[config.mk]
export PLATFORM = sky130hd
export DESIGN_NAME = audio_route_matrix
export DESIGN_NICKNAME = d
export VERILOG_FILES = /design/src/rtl/audio_route_pkg.sv /design/src/rtl/audio_route_cfg.sv /design/src/rtl/audio_route_port.sv /design/src/rtl/audio_route_matrix.sv
export SDC_FILE = /design/constraint.sdc
export NUM_CORES = 1
export LEC_CHECK = 0
export ABC_AREA = 1
export BUFFER_PORTS_ARGS = -buffer_cell sky130_fd_sc_hd__buf_2
export CAP_MARGIN = 20
export CORE_UTILIZATION = 30
export DETAILED_ROUTE_END_ITERATION = 8
export SLEW_MARGIN = 10
export SYNTH_ARGS = -nofsm -noshare
export SYNTH_HDL_FRONTEND = slang
export SYNTH_SLANG_ARGS = --single-unit
[constraint.sdc]
create_clock -name clk -period 4.5 [get_ports clk]
set_input_delay 0.675 -clock clk [delete_from_list [all_inputs] [get_ports clk]]
set_output_delay 0.675 -clock clk [all_outputs]
set_load 0.03 [all_outputs]
[src/rtl/audio_route_pkg.sv]
package audio_route_pkg;
    localparam int SELW  = 3;
    localparam int MASKW = 8;
    localparam int CFG_W = 24;
    localparam int BUS_W = 32;

    typedef struct packed {
        logic [MASKW-1:0] mask;     // 23:16
        logic             net_en;   // 15
        logic             swap;     // 14
        logic             sync;     // 13
        logic [SELW-1:0]  dsel;     // 12:10
        logic             rfs_out;  // 9
        logic             rck_out;  // 8
        logic [SELW-1:0]  rsel;     // 7:5
        logic             tfs_out;  // 4
        logic             tck_out;  // 3
        logic [SELW-1:0]  tsel;     // 2:0
    } port_cfg_t;
endpackage

[src/rtl/audio_route_cfg.sv]
module audio_route_cfg
    import audio_route_pkg::*;
#(
    parameter int NPORT = 6,
    parameter int AW    = 3
) (
    input  logic             clk,
    input  logic             rst_n,
    input  logic             cfg_we,
    input  logic [AW-1:0]    cfg_addr,
    input  logic [BUS_W-1:0] cfg_wdata,
    output logic [BUS_W-1:0] cfg_rdata,
    output port_cfg_t        cfg_q [NPORT]
);
    port_cfg_t cfg_d [NPORT];

    always_comb begin
        cfg_d = cfg_q;
        if (cfg_we && (32'(cfg_addr) < NPORT)) begin
            cfg_d[cfg_addr] = port_cfg_t'(cfg_wdata[CFG_W-1:0]);
        end
        cfg_rdata = '0;
        if (32'(cfg_addr) < NPORT) begin
            cfg_rdata[CFG_W-1:0] = cfg_q[cfg_addr];
        end
    end

    always_ff @(posedge clk or negedge rst_n) begin
        if (!rst_n) begin
            for (int i = 0; i < NPORT; i++) cfg_q[i] <= '0;
        end else begin
            cfg_q <= cfg_d;
        end
    end
endmodule

[src/rtl/audio_route_port.sv]
module audio_route_port
    import audio_route_pkg::*;
#(
    parameter int NPORT   = 6,
    parameter bit IS_HOST = 1'b1
) (
    input  port_cfg_t        cfg,
    input  logic [NPORT-1:0] tck_all,
    input  logic [NPORT-1:0] tfs_all,
    input  logic [NPORT-1:0] rck_all,
    input  logic [NPORT-1:0] rfs_all,
    input  logic [NPORT-1:0] data_all,
    output logic             tck_o,
    output logic             tck_oe,
    output logic             tfs_o,
    output logic             tfs_oe,
    output logic             rck_o,
    output logic             rck_oe,
    output logic             rfs_o,
    output logic             rfs_oe,
    output logic             din_o,
    output logic             din_oe,
    output logic             dout_o,
    output logic             dout_oe
);
    localparam int NSRC = 1 << SELW;

    typedef struct packed {
        logic tck, tck_oe, tfs, tfs_oe;
        logic rck, rck_oe, rfs, rfs_oe;
        logic din, din_oe, dout, dout_oe;
    } pins_t;

    logic [NSRC-1:0] pad_tck, pad_tfs, pad_rck, pad_rfs, pad_dat;
    pins_t pins_d;
    logic  net_and, recv;

    // selects past the last port see the idle level
    for (genvar i = 0; i < NSRC; i++) begin : g_pad
        if (i < NPORT) begin : g_real
            assign pad_tck[i] = tck_all[i];
            assign pad_tfs[i] = tfs_all[i];
            assign pad_rck[i] = rck_all[i];
            assign pad_rfs[i] = rfs_all[i];
            assign pad_dat[i] = data_all[i];
        end else begin : g_idle
            assign pad_tck[i] = 1'b1;
            assign pad_tfs[i] = 1'b1;
            assign pad_rck[i] = 1'b1;
            assign pad_rfs[i] = 1'b1;
            assign pad_dat[i] = 1'b1;
        end
    end

    always_comb begin
        net_and = 1'b1;
        for (int j = 0; j < NPORT; j++) begin
            if (!cfg.mask[j]) net_and = net_and & data_all[j];
        end
        recv = (IS_HOST && cfg.net_en) ? net_and : pad_dat[cfg.dsel];

        pins_d        = '0;
        pins_d.tck_oe = cfg.tck_out;
        pins_d.tck    = cfg.tck_out & pad_tck[cfg.tsel];
        pins_d.tfs_oe = cfg.tfs_out;
        pins_d.tfs    = cfg.tfs_out & pad_tfs[cfg.tsel];
        if (cfg.sync) begin
            pins_d.rck_oe = pins_d.tck_oe;
            pins_d.rck    = pins_d.tck;
            pins_d.rfs_oe = pins_d.tfs_oe;
            pins_d.rfs    = pins_d.tfs;
        end else begin
            pins_d.rck_oe = cfg.rck_out;
            pins_d.rck    = cfg.rck_out & pad_rck[cfg.rsel];
            pins_d.rfs_oe = cfg.rfs_out;
            pins_d.rfs    = cfg.rfs_out & pad_rfs[cfg.rsel];
        end
        pins_d.din_oe  = cfg.swap;
        pins_d.din     = cfg.swap & recv;
        pins_d.dout_oe = !cfg.swap;
        pins_d.dout    = !cfg.swap & recv;
    end

    assign tck_o   = pins_d.tck;
    assign tck_oe  = pins_d.tck_oe;
    assign tfs_o   = pins_d.tfs;
    assign tfs_oe  = pins_d.tfs_oe;
    assign rck_o   = pins_d.rck;
    assign rck_oe  = pins_d.rck_oe;
    assign rfs_o   = pins_d.rfs;
    assign rfs_oe  = pins_d.rfs_oe;
    assign din_o   = pins_d.din;
    assign din_oe  = pins_d.din_oe;
    assign dout_o  = pins_d.dout;
    assign dout_oe = pins_d.dout_oe;
endmodule

[src/rtl/audio_route_matrix.sv]
module audio_route_matrix
    import audio_route_pkg::*;
#(
    parameter int NPORT = 6,
    parameter int NHOST = 3,
    localparam int AW   = $clog2(NPORT)
) (
    input  logic             clk,
    input  logic             rst_n,
    input  logic             cfg_we,
    input  logic [AW-1:0]    cfg_addr,
    input  logic [BUS_W-1:0] cfg_wdata,
    output logic [BUS_W-1:0] cfg_rdata,
    input  logic [NPORT-1:0] tck_i,
    output logic [NPORT-1:0] tck_o,
    output logic [NPORT-1:0] tck_oe,
    input  logic [NPORT-1:0] tfs_i,
    output logic [NPORT-1:0] tfs_o,
    output logic [NPORT-1:0] tfs_oe,
    input  logic [NPORT-1:0] rck_i,
    output logic [NPORT-1:0] rck_o,
    output logic [NPORT-1:0] rck_oe,
    input  logic [NPORT-1:0] rfs_i,
    output logic [NPORT-1:0] rfs_o,
    output logic [NPORT-1:0] rfs_oe,
    input  logic [NPORT-1:0] din_i,
    output logic [NPORT-1:0] din_o,
    output logic [NPORT-1:0] din_oe,
    input  logic [NPORT-1:0] dout_i,
    output logic [NPORT-1:0] dout_o,
    output logic [NPORT-1:0] dout_oe
);
    port_cfg_t        cfg_q [NPORT];
    logic [NPORT-1:0] contrib;

    audio_route_cfg #(.NPORT(NPORT), .AW(AW)) u_cfg (
        .clk       (clk),
        .rst_n     (rst_n),
        .cfg_we    (cfg_we),
        .cfg_addr  (cfg_addr),
        .cfg_wdata (cfg_wdata),
        .cfg_rdata (cfg_rdata),
        .cfg_q     (cfg_q)
    );

    // a swapped port talks on its outbound pin
    always_comb begin
        for (int k = 0; k < NPORT; k++) begin
            contrib[k] = cfg_q[k].swap ? dout_i[k] : din_i[k];
        end
    end

    for (genvar k = 0; k < NPORT; k++) begin : g_port
        audio_route_port #(.NPORT(NPORT), .IS_HOST(k < NHOST)) u_port (
            .cfg      (cfg_q[k]),
            .tck_all  (tck_i),
            .tfs_all  (tfs_i),
            .rck_all  (rck_i),
            .rfs_all  (rfs_i),
            .data_all (contrib),
            .tck_o    (tck_o[k]),
            .tck_oe   (tck_oe[k]),
            .tfs_o    (tfs_o[k]),
            .tfs_oe   (tfs_oe[k]),
            .rck_o    (rck_o[k]),
            .rck_oe   (rck_oe[k]),
            .rfs_o    (rfs_o[k]),
            .rfs_oe   (rfs_oe[k]),
            .din_o    (din_o[k]),
            .din_oe   (din_oe[k]),
            .dout_o   (dout_o[k]),
            .dout_oe  (dout_oe[k])
        );
    end
endmodule

==> results of run 1 <==
[cells in the final DEF (no fill, tap or decap), types with 15 or more instances in the layout]
master / instances
o22ai_1: 15
nand2_1: 375
o21ai_1: 61
buf_2: 160
o21ai_0: 155
nand3_1: 77
a22oi_1: 30
clkbuf_16: 17
nand4_1: 26
dfrtp_1: 144
inv_1: 116
a21oi_1: 28
nor2_1: 79
[power by group through the flow]
stage	logic, W	clock network [W]	registers [W]
after CTS	0.00163	0.00149	0.00184
after detailed placement	0.00163	0	0.00186
after global routing	0.00180	0.00154	0.00189
after global placement	0.00161	0	0.00186
final	0.00163	0.00147	0.00185
after floorplan	0.00142	0	0.00172
[per-stage QoR]
stage                     std cells  total power, W  utilization
after floorplan                1295        0.003141            -
after global placement         1717        0.003463       0.3202
after detailed placement       1717        0.003491       0.3202
after CTS                      1749        0.004963       0.3402
after global routing           1750        0.005226       0.3411
final                          1750        0.004948       0.3411
[routing by layer]
metal / share of wire / global-route usage / up-vias
met5: 0 / 0 / -
li1: - / - / 4264
met2: 0.46 / 0.3273 / 374
met4: 0.023 / 0.07076 / 0
met1: 0.44 / 0.2807 / 4149
met3: 0.074 / 0.02993 / 41
[final timing paths]
kind / from / end / slack (ns) / depth (start not counted)
min in group clk: u_cfg.cfg_q[20] / u_cfg.cfg_q[20] / 0.48 / 2
setup reg to reg: u_cfg.cfg_q[101] / u_cfg.cfg_q[101] / 3.65 / 2
setup / recovery: cfg_addr[2] / cfg_rdata[20] / 1.38 / 8
hold / removal: rst_n / u_cfg.cfg_q[36] / 0.30 / 2
hold reg to reg: u_cfg.cfg_q[20] / u_cfg.cfg_q[20] / 0.48 / 2
max in group asynchronous: rst_n / u_cfg.cfg_q[123] / 3.51 / 2
[cell type report]
cell class	instances	area (um2)	share of cell area
tap	390	488.0	0.04801
timing repair buffer	166	882.1	0.08679
multi-input combinational	895	4130	0.4064
clock inverter	13	162.7	0.01600
sequential	144	3603	0.3545
inverter	123	464.2	0.04567
clock buffer	19	432.9	0.04260
[worst max-delay path, cell delays in order]
cell     delay [ns]
buf_2          0.11
inv_1          0.05
nor2_2         0.09
nand2_1        0.29
inv_2          0.61
a22oi_1        0.21
nand4_1        0.19
buf_2          0.23
[cells by family after synthesis]
family                 Yosys count  synth area share
muxes                            1          0.001233
DFF                            144            0.3947
AOI/OAI and AO/OA              313            0.1897
buffers and inverters          256            0.1560
and+or+nand+nor                573            0.2579
other                            1         0.0004108
==> impl_metrics.py, run 1 <==
metrics = {
    "cells_and_area": {
        "area_delta_synth_final_pct": 11.34,
        "top_regs": "u_cfg.cfg_q (144)",
        "layout-drive-gt1-share": 0.1610,
        "fill_cells": 3266,
        "largest-register": "u_cfg.cfg_q",
        "nNetsFinal": 1421,
        "antenna_cells": 0,
        "largest_register_ffs": 144,
        "design_area_mm2": 0.01016,
    },
    "pwr": {
        "seq_power_share": 0.373,
        "pwr-share-clk": 0.297,
        "vdd_drop_max_uv": 207.7,
        "intPower_w": 0.002910,
        "net-switching-power_w": 0.002038,
        "leakagePower_nw": 5.142,
        "p_per_area_mw_per_mm2": 486.9,
        "combinationalPowerShare": 0.330,
        "p_sw_frac": 0.4119,
    },
    "drt": {
        "totalWireLength_um": 31700,
        "postRouteAntennaNets": 0,
        "viasPerCell": 5.045,
        "vias": 8828,
        "avgRoutedWirePerCell_um": 18.11,
        "dr.pass1.iters": 6,
        "drc": 0,
        "first_iter_violations": 812,
    },
    "clocking": {
        "ctsRootBufferMaster": "clkbuf_16",
        "clock_latency_ns": 0.43,
        "holdBufCountCts": 0,
        "cts_made_buffers": 17,
        "cts_tree": "done",
        "cts.htree.levels": 4,
        "cts_setup_buffers": 0,
        "clk_pin_slew_ns": 0.06,
        "cts_sinks": 144,
        "ctsResizeCount": 0,
        "clockBufferDepth": 2,
    },
    "synth": {
        "yosys-top-cells-count": "nand2_1, o21ai_0, dfrtp_1",
        "synth_edf_count": 0,
        "ys_seq_elements": 144,
        "ys_warn_count": 0,
        "ys_async_sr_fraction": 1.000,
        "syn_avg_cell_area_um2": 7.088,
        "ys_top_cells_by_area": "dfrtp_1, nand2_1, o21ai_0, buf_4, inv_1",
        "syn_inst": 1288,
        "synth_most_common_cell": "nand2_1",
        "ys.flop_type": "dfrtp_1",
        "synth_top_area_share": 0.3947,
        "synthesis.area_mm2": 0.009129,
        "synth.distinct_cells": 29,
        "yosysSeqAreaShare": 0.3947,
        "synth_largest_area_cell": "dfrtp_1",
    },
    "sta": {
        "hold_viol": 0,
        "fmax_ghz": 0.3203,
        "rsz0062_at_grt": "no",
        "setup_slack_ns": 1.378,
        "fin_hold_ws_ns": 0.2952,
        "period_share": 0.6938,
        "slew_viol_final": 0,
        "tns_ns": 0,
        "period_needed_ns": 3.122,
        "fin_worst_skew_ns": 0,
        "worstMarginPinSlew_ns": 1.097,
        "setup_viol": 0,
        "slew_headroom": 0.2658,
    },
    "global_routing": {
        "grt_pass1_wl_um": 47440,
        "antenna_found_initial": 0,
        "grt_overflow": 0,
        "grt_pass1_vias": 7958,
        "grtUsageTotal": 0.2045,
        "grt_max_degree": 145,
    },
    "min_path": {
        "hp-class": "in -> async",
    },
    "outcome": {
        "status": "completed",
    },
    "critical_path": {
        "arrival_ns": 2.45,
        "critical_path.max_fanout": 20,
        "crit_path_start_kind": "primary input",
        "critPathCaptureType": "output port",
        "critical_path_required_ns": 3.83,
        "critPathKind": "in -> out",
    },
    "floorplan": {
        "die_w_um": 176.4,
        "core-area_mm2": 0.02980,
        "start_util": 0.3064,
        "die_height_um": 176.4,
        "pin_count": 178,
        "dieArea_mm2": 0.03113,
        "rows": 63,
    },
    "placement": {
        "port_buffers": 161,
        "dpl.hpwl_um": 22260,
        "place_area_mm2": 0.009540,
        "post-place-ws_ns": 1.351,
        "gp_congestion": 0.9134,
    },
    "run": {
        "cap_viol_max_count": 0,
    },
}
Note: power is estimated with default switching activity, not from simulation.
==> run 2, diff against run 1 <==
==> constraint.sdc (replaced) <==
create_clock -name clk -period 3 [get_ports clk]
set_input_delay 0.45 -clock clk [delete_from_list [all_inputs] [get_ports clk]]
set_output_delay 0.45 -clock clk [all_outputs]
set_load 0.03 [all_outputs]
==> run 2 against run 1 <==
Non-clock buffer count is 17 higher; global-route usage is 0.36 points higher; sequential share of layout area fell by 0.48 points; first-iteration DRC count is 7.0% lower; largest cell class unchanged.
==> impl_metrics.py, run 2 (same netlist as run 1, synthesis figures left out) <==
metrics = {
    "floorplan": {
        "die_height_um": 176.4,
        "rows": 63,
        "die_w_um": 176.4,
        "pin_count": 178,
        "dieArea_mm2": 0.03113,
        "start_util": 0.3064,
        "core-area_mm2": 0.02980,
    },
    "critical_path": {
        "critical_path_required_ns": 2.55,
        "arrival_ns": 2.35,
        "critPathKind": "reg -> out",
        "critPathCaptureType": "output port",
        "worst-r2r-cell-count": 2,
        "reg2reg_to": "u_cfg.cfg_q[123]",
        "timing.rr.start": "u_cfg.cfg_q[123]",
        "r2r_slack_ns": 2.19,
        "critical_path.max_fanout": 6,
        "crit_path_start_kind": "register",
    },
    "drt": {
        "first_iter_violations": 755,
        "drc": 0,
        "totalWireLength_um": 32140,
        "postRouteAntennaNets": 0,
        "dr.pass1.iters": 6,
        "vias": 8920,
        "avgRoutedWirePerCell_um": 18.19,
        "viasPerCell": 5.048,
    },
    "cells_and_area": {
        "register_area_mm2": 0.003603,
        "final_cell_mix": "nand2_1, buf_2, o21ai_0",
        "area_delta_synth_final_pct": 12.87,
        "fill_cells": 3249,
        "largest-register": "u_cfg.cfg_q",
        "antenna_cells": 0,
        "top_regs": "u_cfg.cfg_q (144)",
        "largest_register_ffs": 144,
        "layout-drive-gt1-share": 0.1728,
        "final_common_cell": "nand2_1",
        "nNetsFinal": 1438,
        "final_cells": 1767,
        "design_area_mm2": 0.01030,
        "multiInputGateArea_mm2": 0.004130,
    },
    "pwr": {
        "seq_power_share": 0.368,
        "vdd_drop_max_uv": 351.4,
        "leakagePower_nw": 5.231,
        "p_per_area_mw_per_mm2": 732.0,
        "p_sw_frac": 0.4123,
        "pwr-share-clk": 0.303,
        "intPower_w": 0.004433,
        "combinationalPowerShare": 0.329,
        "net-switching-power_w": 0.003110,
    },
    "sta": {
        "period_needed_ns": 2.803,
        "rsz0062_at_grt": "no",
        "period_share": 0.9343,
        "setup_viol": 0,
        "worstMarginPinSlew_ns": 0.6794,
        "fin_worst_skew_ns": 0,
        "slew_headroom": 0.5470,
        "slew_viol_final": 0,
        "tns_ns": 0,
        "hold_viol": 0,
        "fmax_ghz": 0.3568,
    },
    "min_path": {
        "hp-class": "in -> async",
    },
    "clocking": {
        "ctsRootBufferMaster": "clkbuf_16",
        "clock_latency_ns": 0.43,
        "cts.htree.levels": 4,
        "holdBufCountCts": 0,
        "cts_setup_buffers": 0,
        "clk_pin_slew_ns": 0.06,
        "cts_tree": "done",
        "ctsResizeCount": 0,
        "clockBufferDepth": 2,
        "cts_made_buffers": 17,
        "cts_sinks": 144,
    },
    "global_routing": {
        "grt_max_degree": 71,
        "grt_overflow": 0,
        "antenna_found_initial": 0,
        "grt_pass1_vias": 8307,
        "grtUsageTotal": 0.2081,
        "grt_pass1_wl_um": 48890,
    },
    "run": {
        "cap_viol_max_count": 0,
    },
    "placement": {
        "port_buffers": 161,
        "dp.cells": 1735,
        "place_area_mm2": 0.009676,
        "dpl.hpwl_um": 23320,
        "gp_congestion": 0.9094,
    },
    "outcome": {
        "status": "completed",
    },
}
-- run 2: worst max-delay path, stage by stage (launching register included) --
cell and delay, ns:
dfrtp_1 0.48, inv_1 0.17, nand2_1 0.18, nand2_1 0.22, or2_2 0.33, nand3_1 0.10, nand2_1 0.05, nand2_1 0.15
nor2_1 0.05, buf_2 0.18
-- run 2: cell type report --
cell class | instances | share of cell area
Multi-Input combinational cell | 895 | 0.4009
Inverter | 123 | 0.04505
Timing Repair Buffer | 183 | 0.09605
Tap cell | 390 | 0.04736
Clock inverter | 13 | 0.01700
Clock buffer | 19 | 0.04396
Sequential cell | 144 | 0.3497
-- run 2: how the worst max path moves through the flow --
stage                               start             to  slack, ns  depth (start not counted)
after floorplan               cfg_addr[2]  cfg_rdata[15]       1.11                          8
after global placement        cfg_addr[1]  cfg_rdata[17]       0.52                         10
after detailed placement      cfg_addr[1]  cfg_rdata[17]       0.52                         10
after CTS                 u_cfg.cfg_q[38]      dout_o[2]       0.21                          9
after global routing      u_cfg.cfg_q[14]      dout_o[2]       0.15                         10
final                     u_cfg.cfg_q[38]      dout_o[2]       0.20                          9
-- run 2: metrics by stage --
stage	hold slack (ns)	worst slack [ns]	total power (W)	utilization
finish	0.03447	0.1971	0.007543	0.3458
global placement	0.4675	0.5198	0.005214	0.3247
CTS	0.06953	0.2150	0.007554	0.3458
floorplan	0.1544	1.106	0.004711	-
global route	0.08277	0.1476	0.007966	0.3458
detailed placement	0.4742	0.5185	0.005262	0.3247
-- run 2: power by group through the flow --
stage | clock network (W) | logic (W) | registers, W
after floorplan | 0 | 0.00213 | 0.00258
after global placement | 0 | 0.00243 | 0.00278
after CTS | 0.00231 | 0.00248 | 0.00277
after global routing | 0.00240 | 0.00274 | 0.00283
final | 0.00229 | 0.00248 | 0.00278
after detailed placement | 0 | 0.00247 | 0.00280
-- run 2: layer usage --
metal  track usage  up-vias  routed length, um
met5             0        -                  0
met4       0.05999        0                629
met3       0.03015       47               2154
met2        0.3292      357              14510
met1        0.2936     4207              14850
li1              -     4309                  -
